==> config.mk <==
export PLATFORM = sky130hd
export DESIGN_NAME = viq_top
export DESIGN_NICKNAME = d
export VERILOG_FILES = /design/src/rtl/viq_pkg.sv /design/src/rtl/viq_pick.sv /design/src/rtl/viq_alloc.sv /design/src/rtl/viq_select.sv /design/src/rtl/viq_entry.sv /design/src/rtl/viq_top.sv
export SDC_FILE = /design/constraint.sdc
export NUM_CORES = 1
export LEC_CHECK = 0
export ABC_AREA = 1
export BUFFER_PORTS_ARGS = -buffer_cell sky130_fd_sc_hd__buf_4
export CAP_MARGIN = 40
export CELL_PAD_IN_SITES_DETAIL_PLACEMENT = 0
export CELL_PAD_IN_SITES_GLOBAL_PLACEMENT = 1
export CORE_MARGIN = 4
export CORE_UTILIZATION = 40
export DETAILED_ROUTE_END_ITERATION = 10
export PLACE_DENSITY_LB_ADDON = 0.1
export SLEW_MARGIN = 10
export SYNTH_ARGS = -nofsm -noshare
export SYNTH_HDL_FRONTEND = slang
export SYNTH_SLANG_ARGS = --single-unit
==> constraint.sdc <==
create_clock -name clk -period 1.8 [get_ports clk]
set_input_delay 0.27 -clock clk [delete_from_list [all_inputs] [get_ports clk]]
set_output_delay 0.27 -clock clk [all_outputs]
set_load 0.1 [all_outputs]
==> src/rtl/viq_pkg.sv <==
// Package: shared types for the variation-aware issue queue.
// Holds the dispatch write-state encoding used by the top level.
package viq_pkg;

    // State of the dispatch write path: idle, or finishing a slow-entry write.
    typedef enum logic {
        WR_IDLE      = 1'b0,
        WR_SLOW_DONE = 1'b1
    } wr_state_e;

endpackage

==> src/rtl/viq_pick.sv <==
// Module: viq_pick
// Lowest-index priority picker. It returns the index of the lowest set
// request bit and a found flag.
// Assumes: W >= 2. The index is meaningless when found is 0.
module viq_pick #(
    parameter int W = 8,
    localparam int IW = $clog2(W)
) (
    input  logic [W-1:0]  req,
    output logic          found,
    output logic [IW-1:0] idx
);

    // Scan upward and keep the first request seen.
    always_comb begin
        found = 1'b0;
        idx   = '0;
        for (int i = 0; i < W; i++) begin
            if (!found && req[i]) begin
                found = 1'b1;
                idx   = IW'(i);
            end
        end
    end

endmodule

==> src/rtl/viq_alloc.sv <==
// Module: viq_alloc
// Allocation decoder. It prefers the lowest free fast entry. When no fast
// entry is free, it falls back to the lowest free slow entry.
// Assumes: free and slow are both indexed by entry number.
module viq_alloc #(
    parameter int DEPTH = 8,
    localparam int IW = $clog2(DEPTH)
) (
    input  logic [DEPTH-1:0] free_vec,
    input  logic [DEPTH-1:0] slow_vec,
    output logic             found,
    output logic [IW-1:0]    idx,
    output logic             is_slow
);

    logic [DEPTH-1:0] fast_free;
    logic [DEPTH-1:0] slow_free;
    logic             fast_found;
    logic             slow_found;
    logic [IW-1:0]    fast_idx;
    logic [IW-1:0]    slow_idx;

    // Split the free set by the speed class of each entry.
    always_comb begin
        fast_free = free_vec & ~slow_vec;
        slow_free = free_vec & slow_vec;
    end

    viq_pick #(.W(DEPTH)) u_fast (.req(fast_free), .found(fast_found), .idx(fast_idx));
    viq_pick #(.W(DEPTH)) u_slow (.req(slow_free), .found(slow_found), .idx(slow_idx));

    // Fast entries win. A slow entry is chosen only as a fallback.
    always_comb begin
        found   = fast_found | slow_found;
        is_slow = !fast_found && slow_found;
        idx     = fast_found ? fast_idx : slow_idx;
    end

endmodule

==> src/rtl/viq_select.sv <==
// Module: viq_select
// Issue select. It grants the lowest-index entry whose operands are both
// ready, at most one per cycle, and returns the grant as one-hot and index.
// Assumes: ready_vec already includes the valid bit.
module viq_select #(
    parameter int DEPTH = 8,
    localparam int IW = $clog2(DEPTH)
) (
    input  logic             clk,
    input  logic             rst_n,
    input  logic [DEPTH-1:0] ready_vec,
    output logic             found,
    output logic [IW-1:0]    idx,
    output logic [DEPTH-1:0] grant
);

    viq_pick #(.W(DEPTH)) u_pick (.req(ready_vec), .found(found), .idx(idx));

    // Decode the chosen index into a one-hot grant.
    always_comb begin
        grant = '0;
        if (found) grant[idx] = 1'b1;
    end

    // never more than one entry is granted, and only a ready one.
    assert_one_grant_R7: assert property (@(posedge clk) disable iff (!rst_n)
        $onehot0(grant) && ((grant & ~ready_vec) == '0));

endmodule

==> src/rtl/viq_entry.sv <==
// Module: viq_entry
// One issue-queue slot: a valid bit, an opcode, two source tags with ready
// flags, and a destination tag. It is loaded by a write, woken by a tag
// broadcast, and freed by an issue.
// Assumes: wr_en only targets a free slot. The write data already carries
// any same-cycle wakeup.
module viq_entry #(
    parameter int TAG_W = 6,
    parameter int OP_W  = 8
) (
    input  logic             clk,
    input  logic             rst_n,
    input  logic             wr_en,
    input  logic [OP_W-1:0]  wr_op,
    input  logic [TAG_W-1:0] wr_s0,
    input  logic             wr_r0,
    input  logic [TAG_W-1:0] wr_s1,
    input  logic             wr_r1,
    input  logic [TAG_W-1:0] wr_dst,
    input  logic             wb_valid,
    input  logic [TAG_W-1:0] wb_tag,
    input  logic             iss_clr,
    output logic             valid,
    output logic             rdy,
    output logic [OP_W-1:0]  op,
    output logic [TAG_W-1:0] s0,
    output logic [TAG_W-1:0] s1,
    output logic [TAG_W-1:0] dst
);

    logic r0;
    logic r1;

    // Slot state: load on write, clear on issue, set ready flags on a tag match.
    always_ff @(posedge clk) begin
        if (!rst_n) begin
            valid <= 1'b0;
            r0    <= 1'b0;
            r1    <= 1'b0;
            op    <= '0;
            s0    <= '0;
            s1    <= '0;
            dst   <= '0;
        end else if (wr_en) begin
            valid <= 1'b1;
            op    <= wr_op;
            s0    <= wr_s0;
            r0    <= wr_r0;
            s1    <= wr_s1;
            r1    <= wr_r1;
            dst   <= wr_dst;
        end else if (iss_clr) begin
            valid <= 1'b0;
        end else if (valid && wb_valid) begin
            if (wb_tag == s0) r0 <= 1'b1;
            if (wb_tag == s1) r1 <= 1'b1;
        end
    end

    // The slot can be selected when it is occupied and both operands are ready.
    always_comb rdy = valid && r0 && r1;

    // a write never lands on an occupied slot, so nothing is displaced.
    assert_write_free_R9: assert property (@(posedge clk) disable iff (!rst_n)
        wr_en |-> !valid);

    // issue only frees a slot that was ready, and the slot is empty afterwards.
    assert_issue_ready_R7: assert property (@(posedge clk) disable iff (!rst_n)
        iss_clr |-> (valid && r0 && r1) ##1 !valid);

    // a matching broadcast to a waiting slot makes that operand ready.
    assert_wake_src0_R6: assert property (@(posedge clk) disable iff (!rst_n)
        (valid && !wr_en && !iss_clr && wb_valid && wb_tag == s0) |=> r0);
    assert_wake_src1_R6: assert property (@(posedge clk) disable iff (!rst_n)
        (valid && !wr_en && !iss_clr && wb_valid && wb_tag == s1) |=> r1);

endmodule

==> src/rtl/viq_top.sv <==
// Module: viq_top
// Variation-aware, non-collapsing issue queue. Dispatch is steered to
// fast slots first. A write into a slow slot is finished one cycle later,
// and dispatch stalls during that extra cycle. A tag broadcast wakes
// operands, and one ready instruction issues per cycle, lowest index first.
// Assumes: the slow vector comes from characterisation and only changes
// through cfg_load. There is no back-pressure on the issue output.
module viq_top #(
    parameter int DEPTH = 8,
    parameter int TAG_W = 6,
    parameter int OP_W  = 8,
    localparam int IW = $clog2(DEPTH)
) (
    input  logic             clk,
    input  logic             rst_n,
    input  logic             cfg_load,
    input  logic [DEPTH-1:0] cfg_slow,
    input  logic             disp_valid,
    input  logic [OP_W-1:0]  disp_op,
    input  logic [TAG_W-1:0] disp_src0,
    input  logic             disp_src0_rdy,
    input  logic [TAG_W-1:0] disp_src1,
    input  logic             disp_src1_rdy,
    input  logic [TAG_W-1:0] disp_dst,
    output logic             disp_stall,
    output logic             q_full,
    input  logic             wb_valid,
    input  logic [TAG_W-1:0] wb_tag,
    output logic             iss_valid,
    output logic [IW-1:0]    iss_idx,
    output logic [OP_W-1:0]  iss_op,
    output logic [TAG_W-1:0] iss_src0,
    output logic [TAG_W-1:0] iss_src1,
    output logic [TAG_W-1:0] iss_dst
);
    import viq_pkg::*;

    logic [DEPTH-1:0] slow_vec;
    logic [DEPTH-1:0] valid_vec;
    logic [DEPTH-1:0] rdy_vec;
    logic [DEPTH-1:0] free_vec;
    logic [DEPTH-1:0] wr_en;
    logic [DEPTH-1:0] grant;
    logic [OP_W-1:0]  e_op  [DEPTH];
    logic [TAG_W-1:0] e_s0  [DEPTH];
    logic [TAG_W-1:0] e_s1  [DEPTH];
    logic [TAG_W-1:0] e_dst [DEPTH];

    logic             alloc_found;
    logic [IW-1:0]    alloc_idx;
    logic             alloc_slow;
    logic             disp_fire;
    logic             fast_fire;
    logic             sel_found;
    logic [IW-1:0]    sel_idx;

    wr_state_e        wr_state;
    logic             pend_valid;
    logic [IW-1:0]    p_idx;
    logic [OP_W-1:0]  p_op;
    logic [TAG_W-1:0] p_s0;
    logic             p_r0;
    logic [TAG_W-1:0] p_s1;
    logic             p_r1;
    logic [TAG_W-1:0] p_dst;

    logic             byp_r0;
    logic             byp_r1;
    logic [OP_W-1:0]  w_op;
    logic [TAG_W-1:0] w_s0;
    logic             w_r0;
    logic [TAG_W-1:0] w_s1;
    logic             w_r1;
    logic [TAG_W-1:0] w_dst;

    // Slow-entry vector: cleared to all-fast at reset, replaced on cfg_load.
    always_ff @(posedge clk) begin
        if (!rst_n)        slow_vec <= '0;
        else if (cfg_load) slow_vec <= cfg_slow;
    end

    // Occupancy, free set, and the dispatch handshake.
    always_comb begin
        free_vec   = ~valid_vec;
        q_full     = &valid_vec;
        pend_valid = (wr_state == WR_SLOW_DONE);
        disp_stall = q_full || pend_valid;
        disp_fire  = disp_valid && !disp_stall && alloc_found;
        fast_fire  = disp_fire && !alloc_slow;
    end

    viq_alloc #(.DEPTH(DEPTH)) u_alloc (
        .free_vec (free_vec),
        .slow_vec (slow_vec),
        .found    (alloc_found),
        .idx      (alloc_idx),
        .is_slow  (alloc_slow)
    );

    // Same-cycle wakeup of the incoming operands.
    always_comb begin
        byp_r0 = disp_src0_rdy || (wb_valid && wb_tag == disp_src0);
        byp_r1 = disp_src1_rdy || (wb_valid && wb_tag == disp_src1);
    end

    // Slow-write sequencer: capture the instruction, then commit it one cycle later.
    always_ff @(posedge clk) begin
        if (!rst_n) begin
            wr_state <= WR_IDLE;
            p_idx    <= '0;
            p_op     <= '0;
            p_s0     <= '0;
            p_r0     <= 1'b0;
            p_s1     <= '0;
            p_r1     <= 1'b0;
            p_dst    <= '0;
        end else begin
            case (wr_state)
                WR_IDLE: begin
                    if (disp_fire && alloc_slow) begin
                        wr_state <= WR_SLOW_DONE;
                        p_idx    <= alloc_idx;
                        p_op     <= disp_op;
                        p_s0     <= disp_src0;
                        p_r0     <= byp_r0;
                        p_s1     <= disp_src1;
                        p_r1     <= byp_r1;
                        p_dst    <= disp_dst;
                    end
                end
                default: wr_state <= WR_IDLE;
            endcase
        end
    end

    // Write-data mux: the finishing slow write, or a direct fast write.
    always_comb begin
        if (pend_valid) begin
            w_op  = p_op;
            w_s0  = p_s0;
            w_r0  = p_r0 || (wb_valid && wb_tag == p_s0);
            w_s1  = p_s1;
            w_r1  = p_r1 || (wb_valid && wb_tag == p_s1);
            w_dst = p_dst;
        end else begin
            w_op  = disp_op;
            w_s0  = disp_src0;
            w_r0  = byp_r0;
            w_s1  = disp_src1;
            w_r1  = byp_r1;
            w_dst = disp_dst;
        end
    end

    // Per-slot write enables from the fast path or the slow commit.
    always_comb begin
        for (int i = 0; i < DEPTH; i++) begin
            wr_en[i] = (fast_fire && alloc_idx == IW'(i)) ||
                       (pend_valid && p_idx == IW'(i));
        end
    end

    // The array of slots. A slot never moves once it is written.
    for (genvar g = 0; g < DEPTH; g++) begin : g_slot
        viq_entry #(.TAG_W(TAG_W), .OP_W(OP_W)) u_ent (
            .clk      (clk),
            .rst_n    (rst_n),
            .wr_en    (wr_en[g]),
            .wr_op    (w_op),
            .wr_s0    (w_s0),
            .wr_r0    (w_r0),
            .wr_s1    (w_s1),
            .wr_r1    (w_r1),
            .wr_dst   (w_dst),
            .wb_valid (wb_valid),
            .wb_tag   (wb_tag),
            .iss_clr  (grant[g]),
            .valid    (valid_vec[g]),
            .rdy      (rdy_vec[g]),
            .op       (e_op[g]),
            .s0       (e_s0[g]),
            .s1       (e_s1[g]),
            .dst      (e_dst[g])
        );
    end

    viq_select #(.DEPTH(DEPTH)) u_sel (
        .clk       (clk),
        .rst_n     (rst_n),
        .ready_vec (rdy_vec),
        .found     (sel_found),
        .idx       (sel_idx),
        .grant     (grant)
    );

    // Issue port: read out the selected slot.
    always_comb begin
        iss_valid = sel_found;
        iss_idx   = sel_idx;
        iss_op    = e_op[sel_idx];
        iss_src0  = e_s0[sel_idx];
        iss_src1  = e_s1[sel_idx];
        iss_dst   = e_dst[sel_idx];
    end

    // a slow slot is allocated only when no fast slot is free.
    assert_fast_first_R3: assert property (@(posedge clk) disable iff (!rst_n)
        (disp_fire && alloc_slow) |-> ((free_vec & ~slow_vec) == '0));

    // a fast allocation lands on a free fast slot.
    assert_fast_slot_R2: assert property (@(posedge clk) disable iff (!rst_n)
        fast_fire |-> (free_vec[alloc_idx] && !slow_vec[alloc_idx]));

    // a slow write stalls dispatch for exactly one cycle, then commits.
    assert_slow_stall_R5: assert property (@(posedge clk) disable iff (!rst_n)
        (disp_fire && alloc_slow) |=> (disp_stall && pend_valid) ##1 !pend_valid);

    // while the queue is full, no slot write occurs.
    assert_full_no_write_R8: assert property (@(posedge clk) disable iff (!rst_n)
        (q_full && !pend_valid) |-> (wr_en == '0));

endmodule

Yosys cells after proc, flatten, opt, wreduce, memory -nomap -nowiden
Cells that the tools add are included.
- input port bits: 47
- flip-flop bits (word level): 272
- word-level logic and storage cells: 427
- equality and inequality tests: 42
- bitwise gates (word level): 8
- mux-type cells: 148
- reduce and logical (&&, ||, !) cells: 161
- magnitude comparators: 3
- operators with widths (cell ; number):
    6-bit equality test ; 20
    1-bit two-way mux ; 111
    1-bit logical AND ; 71
    2-bit nonzero test ; 32
    3-bit two-way mux ; 19
    6-bit binary-select mux with 3-bit select ; 3
    6-bit two-way mux ; 9
    3-bit AND reduction ; 16
    8-bit two-way mux ; 4
    8-bit binary-select mux with 3-bit select ; 1
    3-bit equality test (second input constant) ; 8
    1-bit logical NOT ; 24
    8-bit AND ; 2
    2-bit by 1-bit != test with 1-bit output (second input constant) ; 8
    8-bit NOT ; 2
    1-bit logical OR ; 13
    3-bit by 2-bit equality test with 1-bit output (second input constant) ; 4
    8-bit AND reduction ; 1
    3-bit by 1-bit equality test with 1-bit output (second input constant) ; 2
    3-bit logical NOT ; 2
    4-bit >= comparator (second input constant) ; 1
    3-bit by 4-bit < comparator with 1-bit output (second input constant) ; 1
    3-bit NOT with 4-bit output ; 1
    1-bit demux with 3-bit select ; 1
    other kinds (5) ; 6

Longest topological paths before layout
Gate-level depths: netlist of the first run.
- word-level depth: 32
- gate-level depth with buffers: 16
- gate-level depth less buffers: 15

Cells and area by module
From an unflattened synthesis of the first run, not the netlist that was laid out.
- cells, all modules: 2276
- area, all modules: 14702.9 µm²
- modules (own cells, without submodules) (module ; times used ; area an instance (µm²) ; sequential area each (µm²) ; cells an instance):
    viq_entry ; 8 ; 1226.2 ; 580.6 ; 173
    viq_top ; 1 ; 4334.2 ; 800.8 ; 764
    viq_pick ; 3 ; 108.9 ; 0.0 ; 22
    viq_alloc ; 1 ; 168.9 ; 0.0 ; 45
    viq_select ; 1 ; 63.8 ; 0.0 ; 17

Worst setup path before layout of the first run
Ideal clock, no wire load.
- path type: reg-to-output
- start point: register g_slot[0].u_ent.valid
- end point: output iss_dst[0]
- cell stages (with the launch flop): 10
- buffers on the path: 1
- arrival: 3.923 ns
- path slack: -2.393 ns
- required time: 1.530 ns
- cell sequence: dfxtp_1 nand3_1 nand2_1 inv_1 nand2_1 a41oi_1 nor2_1 buf_2 o211ai_1 nand4_1
- cells in the longest elaborated chain, start to end: 28
- ends and longest elaborated chain (element ; line ; source):
    start: declaration ; viq_entry.sv:23 ; output logic valid,
    start signal: assignment ; viq_entry.sv:37 ; valid <= 1'b0;
    start signal: assignment ; viq_entry.sv:45 ; valid <= 1'b1;
    start signal: assignment ; viq_entry.sv:53 ; valid <= 1'b0;
    1-bit logical AND * (2 in series) ; viq_entry.sv:61 ; always_comb rdy = valid && r0 && r1;
    1-bit two-way mux * ; viq_pick.sv:19 ; if (!found && req[i]) begin
    1-bit logical NOT ; viq_pick.sv:19 ;
    1-bit logical AND ; viq_pick.sv:19 ;
    1-bit two-way mux * ; viq_pick.sv:19 ;
    1-bit logical NOT ; viq_pick.sv:19 ;
    1-bit logical AND ; viq_pick.sv:19 ;
    1-bit two-way mux * ; viq_pick.sv:19 ;
    [... 11 more ...] ; n/a ;
    1-bit two-way mux ; viq_pick.sv:19 ;
    1-bit logical NOT ; viq_pick.sv:19 ;
    1-bit logical AND ; viq_pick.sv:19 ;
    3-bit two-way mux * ; viq_pick.sv:19 ;
    net iss_idx[2] ; viq_top.sv:30 ; output logic [IW-1:0] iss_idx,
    3-bit NOT with 4-bit output (not written as such) * ; viq_top.sv:203 ; iss_dst = e_dst[sel_idx];
    6-bit binary-select mux with 3-bit select * ; viq_top.sv:203 ;
    6-bit two-way mux (not written as such) * (2 in series) ; viq_top.sv:203 ;
    end: declaration ; viq_top.sv:34 ; output logic [TAG_W-1:0] iss_dst
Mark *: on every way through the listed nets, which the timed path passes. The rest lies on a longest branch. The select of a mux whose other input is x is not followed.

Final worst setup path of the first run
- start point: register g_slot[0].u_ent.r1
- end point: output iss_src1[0]
- cells in the longest elaborated chain, start to end: 27
- ends and longest elaborated chain (element ; line ; source):
    start: declaration ; viq_entry.sv:32 ; logic r1;
    start signal: assignment ; viq_entry.sv:50 ; r1 <= wr_r1;
    1-bit logical AND * ; viq_entry.sv:61 ;
    1-bit two-way mux * ; viq_pick.sv:19 ;
    1-bit logical NOT ; viq_pick.sv:19 ;
    1-bit logical AND ; viq_pick.sv:19 ;
    1-bit two-way mux ; viq_pick.sv:19 ;
    1-bit logical NOT ; viq_pick.sv:19 ;
    1-bit logical AND ; viq_pick.sv:19 ;
    1-bit two-way mux ; viq_pick.sv:19 ;
    [... 10 more ...] ; n/a ;
    1-bit logical AND ; viq_pick.sv:19 ;
    1-bit two-way mux ; viq_pick.sv:19 ;
    1-bit logical NOT ; viq_pick.sv:19 ;
    1-bit logical AND ; viq_pick.sv:19 ;
    3-bit two-way mux * ; viq_pick.sv:19 ;
    3-bit NOT with 4-bit output (not written as such) * ; viq_top.sv:202 ; iss_src1 = e_s1[sel_idx];
    6-bit binary-select mux with 3-bit select * ; viq_top.sv:202 ;
    6-bit two-way mux (not written as such) * (2 in series) ; viq_top.sv:202 ;
    end: declaration ; viq_top.sv:33 ; output logic [TAG_W-1:0] iss_src1,
Every way passes the cells marked *; elsewhere a longest branch is shown, timed or not. The select of a mux whose other input is x is not followed.

==> metrics, run 1 <==
status=finished with violations; failing checks=hold timing, setup timing; initial core utilization=40.58%; Tightest Pin Transition=0.7843 ns; total die area=0.04038 mm2; drt total wl=67.54 mm; Post-synth EDFFs=0; Critical Path End Type=output pin; Syn Nets=2332; core box area=0.03670 mm2; clock buffer depth=3; CTS buffer count=34; Total Routing Usage GR=30.86%; Post-Syn Instances=2285; hpwl dp=44.63 mm; clk slew on worst S/H paths=0.06 ns; Critical Path RT=1.53 ns; TritonCTS clock tree=built; Sink Count=272; Synth top area share=36.56%; Finish-stage setup viols=296; # rows=70; fraction of layout cells with a size suffix above 1=28.76%; IR drop worst, VDD=0.7269 mV; DR DRC count=0; part of the power in registers=37.2%; Post-DP Area=0.01793 mm2; critical-path cell list=nand3_4 > nand2_4 > nor2_4 > nand2_2 > nor2_4 > nand2_2 > nor2_4 > nor2_4 > buf_6 > buf_12 > o211ai_1 > buf_4 > nand4_1 > buf_12; RSZ-0062 raised after global routing=yes; Final Cycle Share=170.6%; dominant register cell in the synthesized netlist=dfxtp_1; Synth top cells by count=nand2_1, nor2_1, dfxtp_1; Syn Std Cell Area=0.01489 mm2; Slowest-stage cell, CP=dfxtp_2; Final TNS setup=-126.40 ns; Clk pwr share=41.6%; Hold Crit Class=primary input to flop; WL per Instance=22.04 um; Net Sw Power=0.005324 W; die height=201.0 um; Internal=0.01199 W; initial antenna violation count=0; Seq cells post-synth=272; routed vias/inst=5.448; Final Hold Viols=2; first-pass GRT wire length=95.78 mm; IO Port Bufs=78; CP max stage delay=0.33 ns; dpl ws=-0.7001 ns; 1st-pass router iterations=5; Synth-to-Final Area Change=46.30%; DR iter-0 viols=1773; largest net degree at the start of global routing=50; synth top area cells=dfxtp_1, nand2_1, nor2_1, inv_1, o211ai_1; Rel. slew slack=47.16%; ANT nets after route=0; fin nets=2619; most used cell, CP=nor2_4; CP startpoint kind=flop; Fmax achieved=0.3257 GHz; clk root buf=clkbuf_16; Comb pwr share=21.2%; vias=16700; Yosys top cell by area=dfxtp_1; power density relative to cell area=794.6 mW/mm2; die width=201.0 um; MaxCap Viol Count=0; final hold slack=-0.005018 ns; Congestion Overflow GR=0; sw frac=30.75%; register area share after synthesis=36.56%; vias in the first global route=15460; clock latency on the worst-skew pair=0.53 ns; ys async rst share=0%; H-tree depth=2; type of the worst setup path=flop to output pin; critical-path maximum fanout=5; Synth cell types=41; Avg Inst Size Synth=6.518 um2; Slew Viols, Final=0; fin crit period=3.071 ns; I/O Pins=79; final instance area=0.02179 mm2; Final Skew=0.01570 ns; diode count=0; setup slack after layout=-1.271 ns; crit path DAT=2.80 ns; GPL Wtd Cong=0.9496; Synth Warn #=0; total power=0.01731 W; top-count cell post-synth=nand2_1; Leak=10.18 nW
[critical path: cells and delay by family, from the launching register on]
kind / cells / cell delay, ns
AND/OR/NAND/NOR: 9 / 0.96
buffers and inverters: 4 / 0.68
flip-flops: 1 / 0.33
AO/OA/AOI/OAI: 1 / 0.30
[placed cells by master, fill, tap and decap left out, drive strengths merged]
cell type	instances
o22ai	50
a31oi	1
a41oi	1
nand3b	30
o21ai	87
o2111ai	4
xor2	26
nor4	14
nand2	554
nand3	132
or2	13
nor2	479
clkbuf	54
nand4	36
bufbuf	1
o211ai	103
o41ai	1
buf	376
xnor2	12
a21oi	59
inv	248
a221oi	9
nor2b	1
a211oi	8
bufinv	5
or3b	1
clkinv	11
dfxtp	272
dlygate4sd3	2
nor3	5
clkinvlp	2
[power by group through the flow]
stage | combinational (W) | clock (W) | sequential [W]
floorplan | 0.00189 | 0 | 0.00649
global placement | 0.00295 | 0 | 0.00654
detailed placement | 0.00296 | 0 | 0.00654
CTS | 0.00333 | 0.00726 | 0.00641
global route | 0.00388 | 0.00750 | 0.00646
finish | 0.00367 | 0.00720 | 0.00644
[flip-flops by register name, indices dropped and copies added, names as in the netlist, 3 cells and up]
name,cells
g_slot.u_ent.s1,48
g_slot.u_ent.op,64
g_slot.u_ent.valid,8
g_slot.u_ent.r1,8
g_slot.u_ent.r0,8
p_op,8
p_s0,6
g_slot.u_ent.s0,48
g_slot.u_ent.dst,48
p_s1,6
p_idx,3
slow_vec,8
p_dst,6
[repair_timing]
item	CTS	global route
hold endpoints to repair	2	0
endpoints found under the setup margin	295	296
setup buffers	38	22
hold buffers	2	0
resized for setup	167	269
pin swaps	38	83
cloned	15	14
[path summary, 6_finish.rpt]
check / startpoint / endpoint / slack [ns] / cells after the start
hold reg to reg: p_dst[5] / p_dst[5] / 0.45 / 2
setup / recovery: g_slot[0].u_ent.r1 / iss_src1[0] / -1.27 / 14
hold / removal: disp_dst[3] / p_dst[3] / -0.005 / 3
setup reg to reg: g_slot[0].u_ent.r1 / g_slot[5].u_ent.r0 / -1.19 / 24
[stage by stage]
stage | utilization (%) | instances
3_5_place_dp | 48.87 | 2922
5_1_grt | 59.37 | 3065
6_report | 59.37 | 3065
3_3_place_gp | 48.87 | 2922
2_1_floorplan | - | 2285
4_1_cts | 55.85 | 3036
[kinds of logic (layout without fill, tap and decap cells)]
| kind of cell | Yosys count | in the layout | share of synthesized area [%] |
|---|---|---|---|
| XOR/XNOR | 38 | 38 | 2.235 |
| flip-flops | 272 | 272 | 36.56 |
| AND/OR/NAND/NOR | 1263 | 1265 | 36.65 |
| buffers and inverters | 389 | 699 | 10.98 |
| AO/OA/AOI/OAI | 323 | 323 | 13.58 |
[final cells by class]
cell class / instances / area [um2]
fill: 3414 / 14910
multi-input combinational: 1626 / 9024
sequential: 272 / 5464
timing repair buffer: 390 / 4558
inverter: 247 / 997.2
clock buffer: 43 / 914.6
tap: 468 / 585.6
clock inverter: 18 / 239.0
timing repair inverter: 1 / 6.256
[metal layers]
metal  global-route usage [%]  vias up  part of all wire [%]
met2                    46.83      767                    44
met3                    7.916      150                   9.4
li1                         -     7938                     -
met4                    11.50        0                   4.0
met1                    42.39     7843                    42
met5                        0        -                     0
(Power assumes the default switching activity.)
==> run 2, diff against run 1 <==
--- a/config.mk
+++ b/config.mk
@@ -13,6 +13,7 @@
 export CORE_MARGIN = 4
 export CORE_UTILIZATION = 40
 export DETAILED_ROUTE_END_ITERATION = 10
+export GPL_TIMING_DRIVEN = 0
 export PLACE_DENSITY_LB_ADDON = 0.1
 export SLEW_MARGIN = 10
 export SYNTH_ARGS = -nofsm -noshare
==> metrics, run 2 (synthesized netlist as in run 1, its figures left out) <==
Critical Path RT=1.53 ns (about the same); worst r2r path cells=16 (-33%); largest net degree at the start of global routing=12 (-76%); clk slew on worst S/H paths=0.06 ns (about the same); final hold slack=0.01233 ns (+0.01735 ns); Final Skew=0.01782 ns (+0.002117 ns); critical-path maximum fanout=6 (+1); Comb pwr share=20.0% (-1.2 points); DR DRC count=0 (unchanged); 1st-pass router iterations=6 (+1); Critical Path End Type=output pin; IR drop worst, VDD=0.6403 mV (-12%); DR iter-0 viols=1874 (+5.7%); Worst Setup EP=iss_src1[4]; status=finished with violations; part of the power in registers=37.1% (about the same); drt total wl=72.41 mm (+7.2%); Slew Viols, Final=0 (unchanged); RSZ-0062 raised after global routing=yes; Layout fillers=3638 (+6.6%); Slowest-stage cell, CP=dfxtp_2; most flop-heavy register=g_slot.u_ent.op; IO Port Bufs=72 (-7.7%); Final Hold Viols=0 (-2); die width=201.0 um (unchanged); CP max stage delay=0.35 ns (+0.02 ns); most common cell after layout, fill and taps aside=nand2_1; max reg flops=64 (unchanged); vias=16710 (+0.096%); failing checks=setup timing; core box area=0.03670 mm2 (unchanged); total die area=0.04038 mm2 (unchanged); fin nets=2596 (-0.88%); first-pass GRT wire length=103.4 mm (+8.0%); most frequent cells in the layout=nand2_1, nor2_1, dfxtp_1; sw frac=30.84% (+0.090 points); Total Routing Usage GR=34.30% (+3.4 points); crit path DAT=3.05 ns (+0.25 ns); Worst Setup SP=g_slot[0].u_ent.r0; CTS buffer count=35 (+2.9%); Hold Crit Class=primary input to flop; met3 Use GR=5.574% (-2.3 points); clock buffer depth=3 (unchanged); MaxCap Viol Count=0 (unchanged); Congestion Overflow GR=0 (unchanged); Synth-to-Final Area Change=36.97%; Clk pwr share=42.9% (+1.3 points); CP startpoint kind=flop; Fmax achieved=0.3016 GHz (-7.4%); most used cell, CP=buf_12; Sink Count=272 (unchanged); fraction of layout cells with a size suffix above 1=20.94% (-7.8 points); min-delay src=cfg_slow[5]; Tightest Pin Transition=0.9905 ns (+0.2062 ns); ANT nets after route=0 (unchanged); clk root buf=clkbuf_16; GPL Wtd Cong=0.9739 (+2.6%); WL per Instance=23.80 um (+8.0%); total power=0.01726 W (-0.33%); diode count=0 (unchanged); busiest grt layer=met2; TritonCTS clock tree=built; Critical R2R Launch=g_slot[0].u_ent.valid; initial core utilization=40.58% (unchanged); fin util=55.59% (-3.8 points); vias in the first global route=15580 (+0.78%); Finish-stage setup viols=296 (unchanged); Hold Path Depth=3 (unchanged); met1 Use GR=47.73% (+5.3 points); H-tree depth=2 (unchanged); type of the worst setup path=flop to output pin; clock latency on the worst-skew pair=0.56 ns (+0.03 ns); critical-path cell list=nand3_4 > nand2_4 > inv_4 > nand2_2 > or2_4 > nand3b_1 > nor2_4 > buf_6 > buf_12 > buf_12 > nand2_1 > o211ai_1 > nand4_1 > buf_8; fin crit period=3.316 ns (+0.2451 ns); Rel. slew slack=33.53% (-14 points); setup slack after layout=-1.516 ns (-0.2451 ns); I/O Pins=79 (unchanged); die height=201.0 um (unchanged); # rows=70 (unchanged); routed vias/inst=5.494 (+0.85%); power density relative to cell area=845.8 mW/mm2 (+6.5%); hpwl dp=54.06 mm (+21%); initial antenna violation count=1 (+1); Leak=9.452 nW (-7.2%); Internal=0.01193 W (-0.46%); dpl ws=-1.452 ns (-0.7519 ns); Net Sw Power=0.005322 W (about the same); met2 GRT Util=54.38% (+7.5 points); R2R Setup Slk=-0.56 ns (+0.63 ns); Final Cycle Share=184.2% (+14 points); Reg2Reg Capture Point=g_slot[2].u_ent.s1[4]
==> run 2: changes by cell type in the layout (fill, tap and decap cells not counted), sizes merged, moves of 4 or more <==
cell / previous run / this run
clkbuf: 54 / 115
bufbuf: 1 / 7
dlygate4sd3: 2 / 15
buf: 376 / 283
clkinv: 11 / 7
==> run 2: power groups by stage <==
stage,clock [W],combinational (W),sequential (W)
2_1_floorplan,0,0.00189,0.00649
4_1_cts,0.00745,0.00319,0.00640
6_report,0.00740,0.00345,0.00641
3_5_place_dp,0,0.00278,0.00653
3_3_place_gp,0,0.00273,0.00652
5_1_grt,0.00772,0.00362,0.00643
==> run 2: timing repair <==
| item | 4_1_cts | 5_1_grt |
|---|---|---|
| hold buffers | 15 | 0 |
| setup buffers | 78 | 20 |
| cloned | 13 | 4 |
| gates resized for setup | 252 | 90 |
| pin swaps | 78 | 76 |
| setup endpoints to repair | 296 | 297 |
| endpoints found under the hold margin | 14 | 0 |
==> run 2: metal layers <==
metal | part of all wire (%) | up-vias
met4 | 3.8 | 0
met3 | 9.0 | 146
met5 | 0 | -
met2 | 45 | 809
li1 | - | 7893
met1 | 43 | 7866
==> run 2: worst min-delay path by stage <==
stage | slack (ns) | end
finish | 0.01 | slow_vec[5]
global route | 0.03 | slow_vec[1]
CTS | 0.0006 | slow_vec[5]
detailed placement | 0.45 | p_dst[5]
global placement | 0.44 | p_dst[5]
floorplan | 0.40 | slow_vec[3]
==> run 2: metrics by stage <==
| stage | TNS [ns] | instances | area (um2) |
|---|---|---|---|
| finish | -144.32 | 3042 | 20400 |
| CTS | -122.17 | 3018 | 19790 |
| detailed placement | -143.20 | 2851 | 16520 |
| global route | -173.87 | 3042 | 20400 |
| global placement | -179.73 | 2825 | 16310 |
| floorplan | -29.72 | 2285 | 15180 |
==> run 2: final cells by class <==
class | count | area (um2) | area share [%]
plain buffers | 142 | 1232 | 6.041
clock buffers | 52 | 1051 | 5.152
clock inverters | 10 | 140.1 | 0.6869
inverters | 247 | 975.9 | 4.784
multi-input cells | 1625 | 8421 | 41.28
flip-flops and latches | 272 | 5473 | 26.83
well taps | 468 | 585.6 | 2.870
repair buffers | 226 | 2521 | 12.36
==> run 2: worst max-delay path: cells and delay by family, from the launching register on <==
| kind | cells | cell delay [ns] |
|---|---|---|
| AND/OR/NAND/NOR | 8 | 1.13 |
| buffers and inverters | 5 | 0.80 |
| flip-flops | 1 | 0.35 |
| AO/OA/AOI/OAI | 1 | 0.19 |
==> run 3, diff against run 2 <==
--- a/config.mk
+++ b/config.mk
@@ -15,6 +15,7 @@
 export DETAILED_ROUTE_END_ITERATION = 10
 export GPL_TIMING_DRIVEN = 0
 export PLACE_DENSITY_LB_ADDON = 0.1
+export SETUP_SLACK_MARGIN = 0.15
 export SLEW_MARGIN = 10
 export SYNTH_ARGS = -nofsm -noshare
 export SYNTH_HDL_FRONTEND = slang
==> metrics, run 3 (synthesized netlist as in run 1, its figures left out) <==
failing checks=hold timing, setup timing; Congestion Overflow GR=0 (unchanged); critical-path maximum fanout=8 (+2); Slowest-stage cell, CP=o211ai_1; Critical Path End Type=output pin; WL per Instance=23.49 um (-1.3%); first-pass GRT wire length=101.3 mm (-2.0%); critical-path cell list=nand3_4 > nand2_4 > inv_4 > nand2_2 > or2_4 > nand3b_1 > nor2_4 > buf_8 > buf_8 > buf_4 > o211ai_1 > nand4_1 > buf_8; hpwl dp=52.98 mm (-2.0%); DR DRC count=0 (unchanged); total power=0.01666 W (-3.4%); Tightest Pin Transition=1.045 ns (+0.05420 ns); type of the worst setup path=flop to output pin; core box area=0.03670 mm2 (unchanged); Synth-to-Final Area Change=33.19%; DR iter-0 viols=1871 (-0.16%); die height=201.0 um (unchanged); Critical Path RT=1.53 ns (about the same); worst path bufs/invs=5 (unchanged); Fmax achieved=0.2966 GHz (-1.6%); clk slew on worst S/H paths=0.06 ns (about the same); routed vias/inst=5.508 (+0.25%); fin crit period=3.371 ns (+0.05540 ns); diode count=0 (unchanged); RSZ-0062 raised after global routing=yes; setup slack after layout=-1.571 ns (-0.05540 ns); Post-Route M1 WL=29.62 mm (-4.0%); GPL Wtd Cong=1.004 (+3.0%); most used cell, CP=buf_8; fraction of layout cells with a size suffix above 1=20.86% (-0.077 points); 1st-pass router iterations=6 (unchanged); vias=16620 (-0.54%); fin nets=2572 (-0.92%); drt total wl=70.89 mm (-2.1%); crit path DAT=3.10 ns (+0.05 ns); WL met2=31.23 mm (-3.2%); vias in the first global route=15390 (-1.2%); family with the most delay on the worst path=simple AND/OR/NAND/NOR gates; Total Routing Usage GR=33.39% (-0.91 points); Finish-stage setup viols=296 (unchanged); max reg flops=64 (unchanged); CTS buffer count=35 (unchanged); I/O Pins=79 (unchanged); most frequent cells in the layout=nand2_1, nor2_1, dfxtp_1; TritonCTS clock tree=built; Leak=9.134 nW (-3.4%); max layer used=met5; CP max stage delay=0.36 ns (about the same); status=finished with violations; Sink Count=272 (unchanged); most common cell after layout, fill and taps aside=nand2_1; initial antenna violation count=3 (+2); power density relative to cell area=840.0 mW/mm2 (-0.69%); Final Hold Viols=1 (+1); total die area=0.04038 mm2 (unchanged); IR drop worst, VDD=0.6424 mV (+0.32%); H-tree depth=2 (unchanged); Post-DP Area=0.01664 mm2 (+0.70%); IO Port Bufs=72 (unchanged); Final Skew=0.02358 ns (+0.005768 ns); final instance area=0.01984 mm2 (-2.8%); initial core utilization=40.58% (unchanged); ANT nets after route=0 (unchanged); Rel. slew slack=30.35% (-3.2 points); clock buffer depth=3 (unchanged); CP startpoint kind=flop; Hold Crit Class=primary input to flop; clock latency on the worst-skew pair=0.56 ns (about the same); clk root buf=clkbuf_16; die width=201.0 um (unchanged); Slew Viols, Final=0 (unchanged); final hold slack=-0.002230 ns (-0.01456 ns); most flop-heavy register=g_slot.u_ent.op; # rows=70 (unchanged); MaxCap Viol Count=0 (unchanged); wire length on met3=7.385 mm (+14%); Final Cycle Share=187.3% (+3.1 points); largest net degree at the start of global routing=12 (unchanged)
[run 3: cell types whose count changed in the layout (fill, tap and decap cells not counted), sizes merged, moves of 2 or more]
cell	delta
bufbuf	-5
bufinv	-3
dlygate4sd3	-6
buf	-12
clkinv	-2
clkbuf	+3
[run 3: final cells by class]
cell class	instances	area [um2]
fill	3648	16860
multi-input combinational	1626	8474
inverter	247	972.2
clock inverter	5	40.04
tap	468	585.6
buffer	142	1189
sequential	272	5466
timing repair buffer	201	2049
clock buffer	57	1060
[run 3: through the flow]
step                      utilization [%]  instances  worst slack, ns  setup TNS (ns)  hold slack (ns)
after floorplan                         -       2285           -1.008          -30.69           0.4048
after global placement              44.81       2825           -1.370         -177.90           0.4402
after detailed placement            45.34       2851           -1.349         -138.39           0.4516
after CTS                           52.17       2982           -1.425         -170.18         0.006725
after global routing                54.05       3018           -1.549         -203.95          0.01368
final                               54.05       3018           -1.571         -174.17        -0.002230
[run 3: path summary, 6_finish.rpt]
check,start,to,slack [ns],cells after the start
hold / removal,disp_op[0],p_op[0],-0.002,3
hold reg to reg,p_r1,p_r1,0.46,2
setup reg to reg,g_slot[0].u_ent.valid,g_slot[0].u_ent.dst[4],-0.69,17
setup / recovery,g_slot[0].u_ent.r1,iss_src0[1],-1.57,13
[run 3: repair_timing]
item                       in CTS  in global routing
setup endpoints to repair     296                296
pin swaps                      47                 57
hold buffers                    9                  0
hold endpoints to repair        9                  0
gates resized for setup       187                110
setup buffers                  51                 32
cloned                          9                  4
[run 3: routing by layer]
| metal | up-vias | track usage (%) |
|---|---|---|
| met5 | - | 0 |
| met4 | 2 | 10.15 |
| met3 | 165 | 8.352 |
| met2 | 854 | 52.66 |
| met1 | 7773 | 45.28 |
| li1 | 7830 | - |
[run 3: where the power goes]
group | switching (W) | total [W] | internal [W]
clock network | 0.00291 | 0.00694 | 0.00403
registers | 0.000166 | 0.00641 | 0.00624
logic | 0.00221 | 0.00331 | 0.00110
[run 3: worst reg2reg max path, delay by kind of cell (launching register included)]
family	cells	cell delay, ns
buffers and inverters	7	0.84
AND/OR/NAND/NOR	9	0.82
AO/OA/AOI/OAI	1	0.37
flip-flops	1	0.36
